File: src/rtl/wdog_pkg.sv
package wdog_pkg;
  localparam int  REG_W    = 8;
  localparam logic ADDR_CTRL = 1'b0;
  localparam logic ADDR_CLR  = 1'b1;
  localparam int  STAT_BIT = 7;
  localparam int  SVC_BIT  = 7;
  localparam int  SCOPE_BIT = 2;
  localparam int  SEL_W    = 2;

  typedef enum logic {
    SCOPE_FULL = 1'b0,
    SCOPE_CORE = 1'b1
  } scope_e;
endpackage

File: src/rtl/wdog_prescale.sv
module wdog_prescale #(
  parameter int TAP_LSB = 14,
  parameter int NTAPS   = 4
) (
  input  logic             clk,
  input  logic             rst,
  output logic [NTAPS-1:0] tick_o
);
  localparam int PW = TAP_LSB + NTAPS - 1;

  logic [PW-1:0] div_q;

  always_ff @(posedge clk) begin
    if (rst) div_q <= '0;
    else     div_q <= div_q + 1'b1;
  end

  // tap k fires once every 2^(TAP_LSB+k) cycles, registered
  for (genvar k = 0; k < NTAPS; k++) begin : g_tap
    always_ff @(posedge clk) begin
      if (rst) tick_o[k] <= 1'b0;
      else     tick_o[k] <= &div_q[TAP_LSB+k-1:0];
    end
  end
endmodule

File: src/rtl/wdog_count.sv
module wdog_count #(
  parameter int CNT_W = 4
) (
  input  logic clk,
  input  logic rst,
  input  logic en,
  input  logic tick,
  input  logic svc,
  output logic ovf_o
);
  logic [CNT_W-1:0] cnt_q;

  assign ovf_o = en && tick && !svc && (cnt_q == '1);

  always_ff @(posedge clk) begin
    if (rst || svc || !en) cnt_q <= '0;
    else if (tick)         cnt_q <= cnt_q + 1'b1;
  end


  disabled_hold_chk: assert property (@(posedge clk) disable iff (rst)
    !en |=> cnt_q == '0);

  svc_clear_chk: assert property (@(posedge clk) disable iff (rst)
    svc |=> cnt_q == '0);
endmodule

File: src/rtl/wdog_regs.sv
module wdog_regs
  import wdog_pkg::*;
(
  input  logic             clk,
  input  logic             rst,
  input  logic             wr_en,
  input  logic             wr_addr,
  input  logic [REG_W-1:0] wr_data,
  input  logic             rd_addr,
  input  logic             ovf,
  output logic [REG_W-1:0] rd_data,
  output logic             svc_o,
  output logic             stat_o,
  output scope_e           scope_o,
  output logic [SEL_W-1:0] sel_o
);
  logic   stat_q;
  scope_e scope_q;
  logic [SEL_W-1:0] sel_q;
  logic   wr_data_unused;

  assign wr_data_unused = ^wr_data[REG_W-2:SCOPE_BIT+1];
  assign svc_o   = wr_en && (wr_addr == ADDR_CLR) && wr_data[SVC_BIT];
  assign stat_o  = stat_q;
  assign scope_o = scope_q;
  assign sel_o   = sel_q;

  always_ff @(posedge clk) begin
    if (rst) begin
      stat_q  <= 1'b0;
      scope_q <= SCOPE_FULL;
      sel_q   <= '0;
      rd_data <= '0;
    end else begin
      if (svc_o)    stat_q <= 1'b0;
      else if (ovf) stat_q <= 1'b1;
      if (wr_en && wr_addr == ADDR_CTRL) begin
        scope_q <= scope_e'(wr_data[SCOPE_BIT]);
        sel_q   <= wr_data[SEL_W-1:0];
      end
      if (rd_addr == ADDR_CLR) rd_data <= '0;
      else rd_data <= {stat_q, {(REG_W-SCOPE_BIT-2){1'b0}}, scope_q, sel_q};
    end
  end


  status_sticky_chk: assert property (@(posedge clk) disable iff (rst)
    stat_q && !svc_o |=> stat_q);
endmodule

File: src/rtl/wdog_pulse.sv
module wdog_pulse
  import wdog_pkg::*;
#(
  parameter int PULSE_LEN = 4
) (
  input  logic   clk,
  input  logic   rst,
  input  logic   ovf,
  input  scope_e scope,
  output logic   sys_o,
  output logic   core_o
);
  localparam int LW = $clog2(PULSE_LEN + 1);

  logic [LW-1:0] left_q;

  always_ff @(posedge clk) begin
    if (rst) begin
      left_q <= '0;
      sys_o  <= 1'b0;
      core_o <= 1'b0;
    end else if (ovf) begin
      left_q <= LW'(PULSE_LEN - 1);
      sys_o  <= (scope == SCOPE_FULL);
      core_o <= (scope == SCOPE_CORE);
    end else if (left_q != '0) begin
      left_q <= left_q - 1'b1;
    end else begin
      sys_o  <= 1'b0;
      core_o <= 1'b0;
    end
  end


  pulse_start_chk: assert property (@(posedge clk) disable iff (rst)
    ovf |=> (sys_o || core_o));

  req_excl_chk: assert property (@(posedge clk) disable iff (rst)
    !(sys_o && core_o));
endmodule

File: src/rtl/wdog_scope.sv
module wdog_scope
  import wdog_pkg::*;
#(
  parameter int TAP_LSB   = 14,
  parameter int CNT_W     = 4,
  parameter int PULSE_LEN = 4
) (
  input  logic       clk,
  input  logic       rst,
  input  logic       wdt_en,
  input  logic       wr_en,
  input  logic       wr_addr,
  input  logic [7:0] wr_data,
  input  logic       rd_addr,
  output logic [7:0] rd_data,
  output logic       sys_rst_req,
  output logic       core_rst_req
);
  localparam int NTAPS = 1 << SEL_W;

  logic [NTAPS-1:0] tick_vec;
  logic             tick_sel;
  logic             ovf;
  logic             svc;
  logic             stat;
  scope_e           scope;
  logic [SEL_W-1:0] sel;

  wdog_prescale #(.TAP_LSB(TAP_LSB), .NTAPS(NTAPS)) u_pre (
    .clk(clk), .rst(rst), .tick_o(tick_vec)
  );

  // select 0 picks the slowest tap, select 3 the fastest
  assign tick_sel = tick_vec[SEL_W'(NTAPS-1) - sel];

  wdog_count #(.CNT_W(CNT_W)) u_cnt (
    .clk(clk), .rst(rst), .en(wdt_en), .tick(tick_sel), .svc(svc), .ovf_o(ovf)
  );

  wdog_regs u_regs (
    .clk(clk), .rst(rst), .wr_en(wr_en), .wr_addr(wr_addr), .wr_data(wr_data),
    .rd_addr(rd_addr), .ovf(ovf), .rd_data(rd_data), .svc_o(svc),
    .stat_o(stat), .scope_o(scope), .sel_o(sel)
  );

  wdog_pulse #(.PULSE_LEN(PULSE_LEN)) u_pulse (
    .clk(clk), .rst(rst), .ovf(ovf), .scope(scope),
    .sys_o(sys_rst_req), .core_o(core_rst_req)
  );


  ovf_sets_flag_chk: assert property (@(posedge clk) disable iff (rst)
    ovf |=> stat);

  no_overflow_chk: assert property (@(posedge clk) disable iff (rst)
    !wdt_en |-> !ovf);
endmodule

File: config.mk
export PLATFORM = sky130hd
export DESIGN_NAME = wdog_scope
export DESIGN_NICKNAME = d
export VERILOG_FILES = /design/src/rtl/wdog_pkg.sv /design/src/rtl/wdog_prescale.sv /design/src/rtl/wdog_count.sv /design/src/rtl/wdog_regs.sv /design/src/rtl/wdog_pulse.sv /design/src/rtl/wdog_scope.sv
export SDC_FILE = /design/constraint.sdc
export NUM_CORES = 1
export LEC_CHECK = 0
export ABC_AREA = 1
export BUFFER_PORTS_ARGS = -buffer_cell sky130_fd_sc_hd__buf_4
export CAP_MARGIN = 30
export CORE_ASPECT_RATIO = 1.2
export CORE_MARGIN = 3
export CORE_UTILIZATION = 33
export CTS_BUF_LIST = sky130_fd_sc_hd__clkbuf_4
export CTS_CLUSTER_SIZE = 8
export DETAILED_ROUTE_END_ITERATION = 8
export GPL_TIMING_DRIVEN = 1
export SLEW_MARGIN = 15
export SYNTH_ARGS = -nofsm -noshare
export SYNTH_HDL_FRONTEND = slang
export SYNTH_SLANG_ARGS = --single-unit
File: constraint.sdc
create_clock -name clk -period 3.8 [get_ports clk]
set_input_delay 0.76 -clock clk [delete_from_list [all_inputs] [get_ports clk]]
set_output_delay 0.76 -clock clk [all_outputs]
set_load 0.005 [all_outputs]
Yosys cells after proc, flatten, opt, wreduce, memory -nomap -nowiden
Index checks and enable logic that the tools add are counted.

operators by class
  add/subtract/negate cells = 4
  order comparisons = 1
  equality and inequality tests = 2
  mux-type cells = 7
  bitwise gates (word level) = 2
  reductions and logical operators = 19

operators with widths
  kind                                                 count
  adder 17 x 1 -> 17 bit (second input constant)       1
  AND reduction 17 bit                                 1
  AND reduction 16 bit                                 1
  AND reduction 15 bit                                 1
  AND reduction 14 bit                                 1
  logical AND 1 bit                                    6
  OR reduction 2 bit                                   3
  adder 4 x 1 -> 4 bit (second input constant)         1
  == test 4 bit (second input constant)                1
  two-way mux 1 bit                                    4
  two-way mux 2 bit                                    2
  < comparator 2 x 3 -> 1 bit (second input constant)  1
  nonzero test 3 bit                                   1
  subtractor 3 x 1 -> 3 bit (second input constant)    1
  binary-select mux 1 bit (select 2 bit)               1
  zero test 1 bit                                      2
  logical OR 1 bit                                     2
  inequality test 2 bit (second input constant)        1
  NOT 1 bit                                            2
  nonzero test 2 bit                                   1
  subtractor 2 bit (first input constant)              1

storage, ports and cells
  register bits after elaboration = 42
  output and inout port bits = 10
  word-level logic and storage cells = 50

Logic depth before layout (Yosys ltp)
  word-level depth = 7
  gate-level depth with buffers = 9
  mapped depth without buffers = 9

By module
A second synthesis with hierarchy kept.

second synthesis, totals
  cell total of the unflattened synthesis = 257
  area total of the unflattened synthesis = 1815.5 sq um

by module, submodules not included
  module         instances  cells each  area each (sq um)  sequential area each (sq um)
  wdog_prescale  1          137         977.2              420.4
  wdog_regs      1          45          324.1              160.2
  wdog_pulse     1          32          256.5              100.1
  wdog_count     1          30          206.4              80.1
  wdog_scope     1          13          51.3               0.0

Least setup slack after synthesis
OpenSTA, ideal clock, no wires.

  kind = in2reg
  start point = input wr_en
  end point = register u_pulse.sys_o
  setup time = 58 ps
  data arrival time = 1350 ps
  path slack = 2391 ps
  cell stages on the path = 7
  buffers on the path = 0
  cells stage by stage = nand3_1 > inv_1 > nor2_1 > nand2_2 > nor2_1 > nand2_1 > nand2_1

between the ends
  cells in the longest elaborated chain, start to end = 6
  elaborated cells between the ends (all ways) = 7
  classes of those cells = 1 x eq/ne; 1 x mux; 5 x reduce/logical

RTL lines
  element                                                                      line              RTL
  start: declaration                                                           wdog_scope.sv:11  input logic wr_en,
  logical AND 1 bit * (2 in series)                                            wdog_regs.sv:23   assign svc_o = wr_en && (wr_addr == ADDR_CLR) && wr_data[SVC_BIT];
  zero test 1 bit *                                                            wdog_count.sv:13  assign ovf_o = en && tick && !svc && (cnt_q == '1);
  logical AND 1 bit * (2 in series)                                            wdog_count.sv:13
  inequality test 2 bit (no line) / two-way mux 1 bit (equally long branches)  n/a
  end signal: assignment                                                       wdog_pulse.sv:24  sys_o <= (scope == SCOPE_FULL);
  end: declaration                                                             wdog_pulse.sv:10  output logic sys_o,

Every way passes the cells marked *; elsewhere a longest branch is shown, timed or not.
A chain may end at the register's enable or synchronous reset.

Worst setup path in the final report
  start point = input rst
  end point = register u_cnt.cnt_q[0]

between the ends
  cells in the longest elaborated chain, start to end = 2

RTL lines
  element                         line              RTL
  start: declaration              wdog_scope.sv:9   input logic rst,
  logical OR 1 bit (2 in series)  wdog_count.sv:16  if (rst || svc || !en) cnt_q <= '0;
  end signal: assignment          wdog_count.sv:17  else if (tick) cnt_q <= cnt_q + 1'b1;
  end: declaration                wdog_count.sv:11  logic [CNT_W-1:0] cnt_q;

No other way between the ends.

==> results.sh <==
export IMPL_status="finished, final reports clean"
export IMPL_dieHeight_um=84.4
export IMPL_dp_cells=297
export IMPL_clk_path_buf_depth=2
export IMPL_end_kind="register"
export IMPL_setup_viol=0
export IMPL_cts_resized=0
export IMPL_cts_sinks=38
export IMPL_grt_max_degree=20
export IMPL_fin_crit_sh_pct=42.8
export IMPL_setup_tns_ns=0
export IMPL_nets=265
export IMPL_grt_overflow=0
export IMPL_ys_seq_area_share_pct=45.0
export IMPL_grt_antenna_before_repair=0
export IMPL_r2r_end="u_pre.div_q[16]$_SDFF_PP0_"
export IMPL_vias=1350
export IMPL_worstHoldStart="u_regs.stat_o$_SDFFE_PP0P_"
export IMPL_cts_made_buffers=5
export IMPL_synthCells=227
export IMPL_ir_worst_vdd_uv=99.7
export IMPL_drtIter0Drc=67
export IMPL_critPathMaxFanout=19
export IMPL_worstPathCellList="buf_4 > clkinv_1 > nand3_1 > nor3b_1"
export IMPL_finalNonFillerCells=304
export IMPL_worstMarginPinSlew_ns=0.503
export IMPL_cts_setup_buffers=0
export IMPL_clk_latency_ns=0.34
export IMPL_cts_hold_buf=0
export IMPL_worst_setup_path_start_kind="input pin"
export IMPL_mappedNetlistArea_mm2=0.00169
export IMPL_layout_drive_gt1_share_pct=16.3
export IMPL_cp_arrival_ns=1.85
export IMPL_r2r_slack_ns=2.29
export IMPL_ios=24
export IMPL_cp_num_buf_inv=2
export IMPL_rr_worst_depth=6
export IMPL_crit_path_max_incr_delay_ns=0.45
export IMPL_n_antenna_cell=0
export IMPL_yosysTopAreaCellShare_pct=45.0
export IMPL_initial_core_util_pct=35.5
export IMPL_cts_tree="yes"
export IMPL_yosysWarnings=0
export IMPL_path_clk_slew_ns=0.11
export IMPL_r2r_start="u_pre.div_q[0]$_SDFF_PP0_"
export IMPL_wl_um=2900
export IMPL_slew_headroom_pct=66.2
export IMPL_p_leak_nw=0.812
export IMPL_cp_slowest_cell="clkinv_1"
export IMPL_fp_coreArea_mm2=0.00476
export IMPL_htreeDepth=2
export IMPL_rows=27
export IMPL_rsz0062_at_grt="false"
export IMPL_gp_congestion=0.740
export IMPL_synth_area_leaders="dfxtp_1 (45%), nand2_1 (10%), nor2_1 (7.8%)"
export IMPL_startpoint="rst"
export IMPL_ys_ff_latch=38
export IMPL_max_freq_mhz=614
export IMPL_avgSynthCellArea_um2=7.44
export IMPL_wl_per_cell_um=9.54
export IMPL_synth_top_area_cell="dfxtp_1"
export IMPL_drcViolationCount=0
export IMPL_die_area_mm2=0.00602
export IMPL_port_buffers=15
export IMPL_dp_hpwl_um=2140
export IMPL_clock_skew_ns=0.0128
export IMPL_grtUsageTotal_pct=10.4
export IMPL_path_class="input pin to register"
export IMPL_maxCapViolCount=0
export IMPL_holdPathEnd="u_regs.rd_data[7]$_SDFF_PP0_"
export IMPL_detail_route_antenna_nets=0
export IMPL_critical_path_top_delay_family="buffers and inverters"
export IMPL_post_route_min_period_ns=1.63
export IMPL_hold_violations=0
export IMPL_cts_root_buffer="clkbuf_4"
export IMPL_holdPathStages=2
export IMPL_ys_types=25
export IMPL_hp_class="register to register"
export IMPL_grt_pass1_vias=1219
export IMPL_die_x_um=71.3
export IMPL_drtPass1Iterations=4
export IMPL_worst_ep_required_time_ns=4.03
export IMPL_via_per_inst=4.44
export IMPL_maxSlewViolCount=0
export IMPL_area_growth_synth_to_final_pct=12.2
export IMPL_grt_pass1_wl_um=5050
export IMPL_powerDensity_mw_per_mm2=386
## flip-flops by register name, indices dropped and copies added (netlist names)
signal,count
u_pre.tick_o,4
u_cnt.cnt_q,4
u_pulse.core_o,1
u_regs.stat_o,1
u_regs.sel_o,2
u_regs.scope_o,1
u_pulse.left_q,3
u_pulse.sys_o,1
u_regs.rd_data,4
u_pre.div_q,17
## synth_stat cells
cell type and instances:
clkinv_1 1, nand3_1 11, conb_1 1, a21oi_1 15, xnor2_1 2, nor3b_2 1
nand2_1 47, nand2_2 4, nand4_1 4, buf_4 4, nand3_2 2, ha_1 5
nor2_4 3, inv_1 28, nand2_4 1, nor4_1 1, dfxtp_1 38, inv_2 2
nor2_2 4, or2_2 1, clkbuf_1 2, nor3b_1 2, nor2_1 35, o21ai_0 11
xor2_1 2
## logic make-up (layout without fill, tap and decap cells)
family	Yosys count	in the layout	synth area share (%)
AO/OA/AOI/OAI	26	26	7.70
XOR/XNOR	4	4	2.07
adder cells (fa/ha/maj)	5	5	3.70
buffers and inverters	37	53	9.11
flip-flops	38	38	45.0
other	1	4	0.222
AND/OR/NAND/NOR	116	116	32.1
## metal layers
| metal | GRT usage, % | share of wire, % |
|---|---|---|
| met5 | 0 | 0 |
| met4 | 4.10 | 1.9 |
| met3 | 3.71 | 4.9 |
| met2 | 17.1 | 45 |
| met1 | 12.3 | 48 |
## report_power, final
part	internal, W	switching, W
Combinational	0.0000420	0.0000625
Clock	0.0000666	0.000129
Sequential	0.000419	0.0000126
Total	0.000527	0.000204
## through the flow
| step | hold slack, ns | instance area, um2 | total power [W] | setup slack, ns | utilization [%] |
|---|---|---|---|---|---|
| after floorplan | 0.416 | 1700 | 0.000523 | 2.39 | - |
| after global placement | 0.425 | 1850 | 0.000545 | 1.75 | 38.8 |
| after global routing | 0.462 | 1900 | 0.000782 | 2.01 | 39.8 |
| after detailed placement | 0.429 | 1850 | 0.000548 | 1.75 | 38.8 |
| after CTS | 0.445 | 1900 | 0.000746 | 2.14 | 39.8 |
| final | 0.441 | 1900 | 0.000731 | 2.17 | 39.8 |
## placed cells by master (no fill, tap or decap), types with 5 or more instances in the layout
cell      synthesis  layout
ha_1              5       5
inv_1            28      28
nor2_1           35      35
o21ai_0          11      11
clkbuf_4          0       5
buf_4             4      15
nand2_1          47      47
a21oi_1          15      15
dfxtp_1          38      38
nand3_1          11      11
## layout make-up
type	instances	area, um2
Timing Repair Buffer	15	113
Inverter	31	116
Fill cell	518	2870
Clock inverter	2	10.0
Tap cell	58	72.6
Sequential cell	38	761
Multi-Input combinational cell	155	786
Clock buffer	5	37.5
## worst reg2reg max path: stages (launching register included)
cell     delay, ns
dfxtp_1       0.39
ha_1          0.28
nand3_2       0.15
nor4_1        0.24
ha_1          0.29
inv_1         0.05
nor2_1        0.03
## how the worst max path moves through the flow
stage                                              to  depth (start not counted)  slack, ns
after CTS                 u_cnt.cnt_q[0]$_SDFFE_PP0P_                          4       2.14
after global placement    u_cnt.cnt_q[0]$_SDFFE_PP0P_                          4       1.75
after detailed placement  u_cnt.cnt_q[0]$_SDFFE_PP0P_                          4       1.75
after floorplan            u_pulse.sys_o$_SDFFE_PP0P_                          7       2.39
after global routing      u_cnt.cnt_q[0]$_SDFFE_PP0P_                          4       2.01
final                     u_cnt.cnt_q[0]$_SDFFE_PP0P_                          4       2.17
(Power assumes the default switching activity.)
